`config.mk`:
```
export PLATFORM = sky130hd
export DESIGN_NAME = cc21_line21_enc
export DESIGN_NICKNAME = d
export VERILOG_FILES = /design/src/rtl/cc21_pkg.sv /design/src/rtl/cc21_half_clock.sv /design/src/rtl/cc21_line_latch.sv /design/src/rtl/cc21_wave_gen.sv /design/src/rtl/cc21_line21_enc.sv
export SDC_FILE = /design/constraint.sdc
export NUM_CORES = 1
export LEC_CHECK = 0
export ABC_AREA = 1
export BUFFER_PORTS_ARGS = -buffer_cell sky130_fd_sc_hd__buf_4
export CORE_UTILIZATION = 51
export CTS_BUF_LIST = sky130_fd_sc_hd__clkbuf_8
export CTS_CLUSTER_DIAMETER = 60
export CTS_CLUSTER_SIZE = 8
export DETAILED_ROUTE_END_ITERATION = 10
export PLACE_DENSITY = 0.79
export SETUP_SLACK_MARGIN = 0.3
export SYNTH_ARGS = -nofsm -noshare
export SYNTH_HDL_FRONTEND = slang
export SYNTH_HIERARCHICAL = 1
export SYNTH_SLANG_ARGS = --single-unit
```
`constraint.sdc`:
```
create_clock -name clk -period 1.1 [get_ports clk]
set_input_delay 0.165 -clock clk [delete_from_list [all_inputs] [get_ports clk]]
set_output_delay 0.165 -clock clk [all_outputs]
set_load 0.02 [all_outputs]
```
`src/rtl/cc21_pkg.sv`:
```
package cc21_pkg;
  localparam int HALVES_PER_LINE = 64;
  localparam int RUNIN_HALVES    = 14;
  localparam int FRAME_HALVES    = 6;
  localparam int DATA_HALVES     = 32;
  localparam int WINDOW_HALVES   = RUNIN_HALVES + FRAME_HALVES + DATA_HALVES;
  localparam int PAIR_W          = 16;

  typedef logic [5:0] half_idx_t;

  typedef enum logic [1:0] {
    SEG_OFF,
    SEG_RUNIN,
    SEG_FRAME,
    SEG_DATA
  } seg_e;
endpackage

```
`src/rtl/cc21_half_clock.sv`:
```
module cc21_half_clock
  import cc21_pkg::*;
#(
  parameter int LEN_60 = 780,
  parameter int LEN_50 = 944
) (
  input  logic      clk,
  input  logic      rst_n,
  input  logic      pix_ce,
  input  logic      line_start,
  input  logic      std_50,
  output half_idx_t half_idx
);
  localparam int LEN_MAX = (LEN_60 > LEN_50) ? LEN_60 : LEN_50;
  localparam int AW      = $clog2(LEN_MAX + HALVES_PER_LINE) + 1;

  logic [AW-1:0] acc_q, acc_d, sum, len_sel;
  half_idx_t     half_q, half_d;

  always_comb begin
    len_sel = std_50 ? AW'(LEN_50) : AW'(LEN_60);
    sum     = acc_q + AW'(HALVES_PER_LINE);
    acc_d   = acc_q;
    half_d  = half_q;
    if (line_start) begin
      acc_d  = '0;
      half_d = '0;
    end else if (sum >= len_sel) begin
      acc_d = sum - len_sel;
      if (half_q != '1) half_d = half_q + 6'd1;
    end else begin
      acc_d = sum;
    end
  end

  always_ff @(posedge clk or negedge rst_n) begin
    if (!rst_n) begin
      acc_q  <= '0;
      half_q <= '1;
    end else if (pix_ce) begin
      acc_q  <= acc_d;
      half_q <= half_d;
    end
  end

  assign half_idx = half_q;


  half_step_chk: assert property (@(posedge clk) disable iff (!rst_n)
    (pix_ce && !line_start) |=> (half_q == $past(half_q) || half_q == $past(half_q) + 6'd1));


  hold_chk: assert property (@(posedge clk) disable iff (!rst_n)
    !pix_ce |=> ($stable(half_q) && $stable(acc_q)));
endmodule

```
`src/rtl/cc21_line_latch.sv`:
```
module cc21_line_latch
  import cc21_pkg::*;
#(
  parameter int LINE_W    = 10,
  parameter int SEL_W     = 3,
  parameter int BASE_LINE = 21
) (
  input  logic              clk,
  input  logic              rst_n,
  input  logic              pix_ce,
  input  logic              line_start,
  input  logic [LINE_W-1:0] line_num,
  input  logic              field_id,
  input  logic [SEL_W-1:0]  line_sel,
  input  logic [1:0]        cap_en,
  input  logic [PAIR_W-1:0] pair_f0,
  input  logic [PAIR_W-1:0] pair_f1,
  output logic              hit_q,
  output logic              en_q,
  output logic [PAIR_W-1:0] data_q
);
  logic [LINE_W-1:0] target;
  logic              hit_d, en_d, take;
  logic [PAIR_W-1:0] data_d;

  always_comb begin
    target = LINE_W'(BASE_LINE) + LINE_W'(line_sel);
    take   = pix_ce && line_start;
    hit_d  = hit_q;
    en_d   = en_q;
    data_d = data_q;
    if (take) begin
      hit_d  = (line_num == target);
      en_d   = cap_en[field_id];
      data_d = field_id ? pair_f1 : pair_f0;
    end
  end

  always_ff @(posedge clk or negedge rst_n) begin
    if (!rst_n) begin
      hit_q  <= 1'b0;
      en_q   <= 1'b0;
      data_q <= '0;
    end else begin
      hit_q  <= hit_d;
      en_q   <= en_d;
      data_q <= data_d;
    end
  end


  latch_hold_chk: assert property (@(posedge clk) disable iff (!rst_n)
    !(pix_ce && line_start) |=> ($stable(data_q) && $stable(en_q) && $stable(hit_q)));
endmodule

```
`src/rtl/cc21_wave_gen.sv`:
```
module cc21_wave_gen
  import cc21_pkg::*;
#(
  parameter int START_HALF = 8,
  parameter int LVL_W      = 10,
  parameter int LVL_LOW    = 64,
  parameter int LVL_HIGH   = 502
) (
  input  logic              clk,
  input  logic              rst_n,
  input  logic              pix_ce,
  input  half_idx_t         half_idx,
  input  logic              hit_q,
  input  logic              en_q,
  input  logic [PAIR_W-1:0] data_q,
  output logic              cc_active,
  output logic [LVL_W-1:0]  cc_level
);
  localparam logic [6:0] END_RUNIN = 7'(RUNIN_HALVES);
  localparam logic [6:0] END_FRAME = 7'(RUNIN_HALVES + FRAME_HALVES);
  localparam logic [6:0] END_WIN   = 7'(WINDOW_HALVES);
  localparam logic [6:0] STOP_BIT  = 7'(RUNIN_HALVES + FRAME_HALVES - 2);

  logic [6:0]       rel, dat_rel;
  logic [3:0]       dat_idx;
  seg_e             seg;
  logic             bit_hi, act_d;
  logic [LVL_W-1:0] lvl_d;
  logic             act_q;
  logic [LVL_W-1:0] lvl_q;

  always_comb begin
    rel     = {1'b0, half_idx} - 7'(START_HALF);
    dat_rel = rel - END_FRAME;
    dat_idx = dat_rel[4:1];
    if (rel < END_RUNIN)      seg = SEG_RUNIN;
    else if (rel < END_FRAME) seg = SEG_FRAME;
    else if (rel < END_WIN)   seg = SEG_DATA;
    else                      seg = SEG_OFF;
    case (seg)
      SEG_RUNIN: bit_hi = ~rel[0];
      SEG_FRAME: bit_hi = (rel >= STOP_BIT);
      SEG_DATA:  bit_hi = data_q[dat_idx];
      default:   bit_hi = 1'b0;
    endcase
    act_d = hit_q && (seg != SEG_OFF);
    lvl_d = (act_d && en_q && bit_hi) ? LVL_W'(LVL_HIGH) : LVL_W'(LVL_LOW);
  end

  always_ff @(posedge clk or negedge rst_n) begin
    if (!rst_n) begin
      act_q <= 1'b0;
      lvl_q <= LVL_W'(LVL_LOW);
    end else if (pix_ce) begin
      act_q <= act_d;
      lvl_q <= lvl_d;
    end
  end

  assign cc_active = act_q;
  assign cc_level  = lvl_q;


  off_line_idle_chk: assert property (@(posedge clk) disable iff (!rst_n)
    (pix_ce && !hit_q) |=> !cc_active);


  disabled_low_chk: assert property (@(posedge clk) disable iff (!rst_n)
    (pix_ce && !en_q) |=> (cc_level == LVL_W'(LVL_LOW)));
endmodule

```
`src/rtl/cc21_line21_enc.sv`:
```
module cc21_line21_enc
  import cc21_pkg::*;
#(
  parameter int LINE_W     = 10,
  parameter int SEL_W      = 3,
  parameter int BASE_LINE  = 21,
  parameter int LEN_60     = 780,
  parameter int LEN_50     = 944,
  parameter int START_HALF = 8,
  parameter int LVL_W      = 10,
  parameter int LVL_LOW    = 64,
  parameter int LVL_HIGH   = 502
) (
  input  logic              clk,
  input  logic              rst_n,
  input  logic              pix_ce,
  input  logic              line_start,
  input  logic [LINE_W-1:0] line_num,
  input  logic              field_id,
  input  logic              std_50,
  input  logic [SEL_W-1:0]  line_sel,
  input  logic [1:0]        cap_en,
  input  logic [15:0]       pair_f0,
  input  logic [15:0]       pair_f1,
  output logic              cc_active,
  output logic [LVL_W-1:0]  cc_level
);
  logic [1:0]        rst_sync_q;
  logic              core_rst_n;
  half_idx_t         half_idx;
  logic              hit_q, en_q;
  logic [PAIR_W-1:0] data_q;

  always_ff @(posedge clk or negedge rst_n) begin
    if (!rst_n) rst_sync_q <= 2'b00;
    else        rst_sync_q <= {rst_sync_q[0], 1'b1};
  end
  assign core_rst_n = rst_sync_q[1];

  cc21_half_clock #(.LEN_60(LEN_60), .LEN_50(LEN_50)) u_half (
    .clk(clk), .rst_n(core_rst_n), .pix_ce(pix_ce), .line_start(line_start),
    .std_50(std_50), .half_idx(half_idx)
  );

  cc21_line_latch #(.LINE_W(LINE_W), .SEL_W(SEL_W), .BASE_LINE(BASE_LINE)) u_latch (
    .clk(clk), .rst_n(core_rst_n), .pix_ce(pix_ce), .line_start(line_start),
    .line_num(line_num), .field_id(field_id), .line_sel(line_sel), .cap_en(cap_en),
    .pair_f0(pair_f0), .pair_f1(pair_f1), .hit_q(hit_q), .en_q(en_q), .data_q(data_q)
  );

  cc21_wave_gen #(.START_HALF(START_HALF), .LVL_W(LVL_W), .LVL_LOW(LVL_LOW),
                  .LVL_HIGH(LVL_HIGH)) u_wave (
    .clk(clk), .rst_n(core_rst_n), .pix_ce(pix_ce), .half_idx(half_idx),
    .hit_q(hit_q), .en_q(en_q), .data_q(data_q),
    .cc_active(cc_active), .cc_level(cc_level)
  );


  level_legal_chk: assert property (@(posedge clk) disable iff (!core_rst_n)
    (cc_level == LVL_W'(LVL_LOW) || cc_level == LVL_W'(LVL_HIGH)));


  idle_is_low_chk: assert property (@(posedge clk) disable iff (!core_rst_n)
    !cc_active |-> (cc_level == LVL_W'(LVL_LOW)));
endmodule

```
==> metrics.md <==
| Metric | Value |
|---|---|
| Status | `finished with violations` |
| Failing checks | `negative setup slack` |
| Overall Power | `0.004013 W` |
| P_sw | `0.001400 W` |
| Row cnt | `27` |
| R2R setup slack | `-0.72 ns` |
| Port Buffers | `59` |
| Period utilisation layout | `165.7%` |
| Ranking of synthesized cells by area | `dfrtp_1 (27%), nand2_1 (15%), inv_1 (6.6%)` |
| CTS tree | `yes` |
| Longest Clk Path Bufs | `2` |
| Count leader, synth | `nand2_1` |
| Initial cell density of the core | `52.92%` |
| Post-synth EDFFs | `0` |
| Element type at the critical path start | `flip-flop` |
| Area leader, netlist | `dfrtp_1` |
| Avg Synthesized Cell Area | `around 7.2 um2` |
| Remaining DRCs | `0` |
| Gpl congestion | `0.8278` |
| Via density | `4.997` |
| Initial DRC Count | `approximately 100` |
| Hold_ws | `0.04252 ns` |
| Hold Path Class | `reg -> async` |
| Vias in the first global route | `2810` |
| Initial antenna violation count | `0` |
| Clk root buf | `clkbuf_8` |
| Clock transition at path regs | `roughly 0.090 ns` |
| Dpl cells | `571` |
| Sequential share of power | `about two fifths` |
| Worst r2r src | `u_half/acc_q[7]` |
| Die area | `6020 um2` |
| Top cell type's share of synthesized area | `26.62%` |
| LEAKAGE | `2.088 nW` |
| Mapped Area | `about 2900 um2` |
| Final net count | `577` |
| Ant. Diodes | `0` |
| Clock share of power | `25.5%` |
| Synth cell types | `34` |
| FMAX | `548.7 MHz` |
| Fin cells | `583` |
| CTS sink cnt | `37` |
| Hpwl dp | `5406 um` |
| H-tree levels | `2` |
| Detailed Routing Iterations Pass 1 | `5` |
| Pin count of the biggest net entering global routing | `20` |
| Hold Fails Final Rpt | `0` |
| Die Width | `77.59 um` |
| Max Cap Viol | `0` |
| Area grow syn2layout | `39.07%` |
| Post-Syn Instances | `405` |
| Worst slack at placement | `-0.6998 ns` |
| Critical Path AT | `2.07 ns` |
| CP Max Fanout | `8` |
| CP endpoint | `u_half/half_idx[1]` |
| ANT nets after route | `0` |
| Ports | `between 60 and 70` |
| Gr ovfl total | `0` |
| R2r endpoint | `u_half/half_idx[1]` |
| Most frequent cells after synthesis | `nand2_1 (118), inv_1 (51), nor2_1 (37)` |
| CP startpoint | `u_half/acc_q[7]` |
| Kind of critical path | `reg -> reg` |
| Worst R2R Path Depth | `11` |
| Final setup vio count | `23` |
| Routed WL | `7057 um` |
| Design area | `4053 um2` |
| CTS buffer count | `5` |
| Sequential share of the synthesized area | `32.03%` |
| Switching part of the total power | `34.89%` |
| Comb pwr share | `34.8%` |
| Asr flop ratio synth | `100.0%` |
| Internal power | `roughly 0.0026 W` |
| Final max-slew violation count | `0` |
| Area post-placement | `3811 um2` |
| Share of layout cells above drive strength 1 | `40.51%` |
| Critical path capture point type | `flip-flop` |
| Core Footprint | `between 5000 and 6000 um2` |
| RSZ-0062 raised after global routing | `true` |
| Total global-route track usage | `25.13%` |
| Worst path required time | `1.34 ns` |
| YS warnings | `6` |
| Avg WL per Cell | `12.10 um` |
| Die Y | `roughly 78 um` |
| Clock Latency Late Sink | `around 0.31 ns` |
| PnR worst setup slack | `-0.7226 ns` |
| Max IR drop VDD | `about 0.00090 V` |
| Post-synthesis register bit count | `37` |
| Crit path time final | `roughly 1.8 ns` |
| First-pass GRT wire length | `12070 um` |
| Primary FF master, synth | `dfrtp_1` |
| Clock Skew | `0.009721 ns` |
| Vias | `2913` |
| PD cells | `around 990 nW/um2` |
## what timing repair did
| action | 4_1_cts | 5_1_grt |
|---|---|---|
| hold endpoints to repair | 2 | 0 |
| hold buffers | 1 | 0 |
| setup endpoints to repair | 25 | 27 |
| buffers inserted | 1 | 2 |
| resized for setup | 16 | 14 |
| pin swaps | 9 | 7 |
## worst min path at each step
stage	to	slack, ns	cells past startpoint
5_1_grt	u_latch/data_q[3]	0.06	0
2_1_floorplan	rst_sync_q[0]	-0.13	0
4_1_cts	u_latch/data_q[3]	0.04	0
3_5_place_dp	rst_sync_q[0]	-0.05	1
3_3_place_gp	rst_sync_q[0]	-0.05	1
6_report	u_latch/data_q[3]	0.04	0
## flip-flops by register name, summed over array words and instances (netlist names)
register,cells
u_half/acc_q,9
u_latch/hit_q,1
u_wave/cc_active,1
rst_sync_q,2
u_latch/data_q,16
u_half/half_idx,6
u_wave/cc_level,1
u_latch/en_q,1
## cells by family after synthesis
| family | share of synthesized area, % |
|---|---|
| flip-flops | 32.03 |
| other | 0.3864 |
| AO/OA/AOI/OAI | 11.76 |
| buffers and inverters | 12.49 |
| XOR/XNOR | 2.405 |
| adder cells (fa/ha/maj) | 6.269 |
| AND/OR/NAND/NOR | 34.65 |
## cell usage in the layout (no fill, tap or decap), types with 2 or more instances in the layout
cell type,synthesis,final
a21oi_1,21,20
a21oi_2,20,21
buf_12,0,2
buf_4,10,102
buf_6,4,7
clkbuf_8,0,5
conb_1,3,5
dfrtp_1,31,28
dfrtp_2,0,3
dfstp_2,6,6
ha_1,13,5
ha_4,0,8
inv_1,51,47
inv_2,2,5
inv_4,1,2
inv_6,1,2
nand2_1,118,107
nand2_2,4,15
nand2_4,5,5
nand3_1,30,28
nand3_2,2,4
nand3_4,2,2
nand4_1,9,9
nor2_1,37,33
nor2_2,5,6
nor2_4,1,4
nor3_1,3,2
o21ai_0,7,4
o21ai_1,4,6
xnor2_1,3,2
xor2_1,5,5
## worst max-delay path, stage by stage (launching register included)
cell and delay, ns:
dfrtp_1 0.42, ha_4 0.26, ha_4 0.28, nand2_2 0.06
nor3_2 0.11, nor2_1 0.06, nand2_2 0.08, nand2_4 0.08
nand3_4 0.14, nand3_4 0.12, nand2_1 0.09, nand2_1 0.05
## stage by stage
stage                     setup TNS (ns)  utilization [%]
after floorplan                   -9.750                -
after global placement            -9.939            69.21
after detailed placement          -10.91            69.21
after CTS                         -10.99            72.19
after global routing              -13.33            73.60
final                             -11.27            73.60
## power by group through the flow
stage          combinational (W)  clock (W)  sequential (W)
2_1_floorplan           0.000811          0         0.00164
6_report                 0.00140    0.00102         0.00159
3_3_place_gp             0.00130          0         0.00161
5_1_grt                  0.00156    0.00109         0.00161
3_5_place_dp             0.00134          0         0.00162
4_1_cts                  0.00137    0.00104         0.00159
## cell type report
cell class	count	area (um2)
clock buffer	5	68.82
clock inverter	3	25.02
fill	392	1454
inverter	56	227.7
multi-input combinational	298	1809
sequential	37	937.1
tap	72	90.09
timing repair buffer	112	894.6
## per-layer routing
| metal | track usage (%) | routed length, um | part of all wire (%) |
|---|---|---|---|
| met1 | 30.75 | 3086 | 44 |
| met2 | 44.87 | 3544 | 50 |
| met3 | 3.647 | 285 | 4.0 |
| met4 | 8.491 | 140 | 2.0 |
| met5 | 0 | 0 | 0 |
Note: power is estimated with default switching activity, not from simulation.
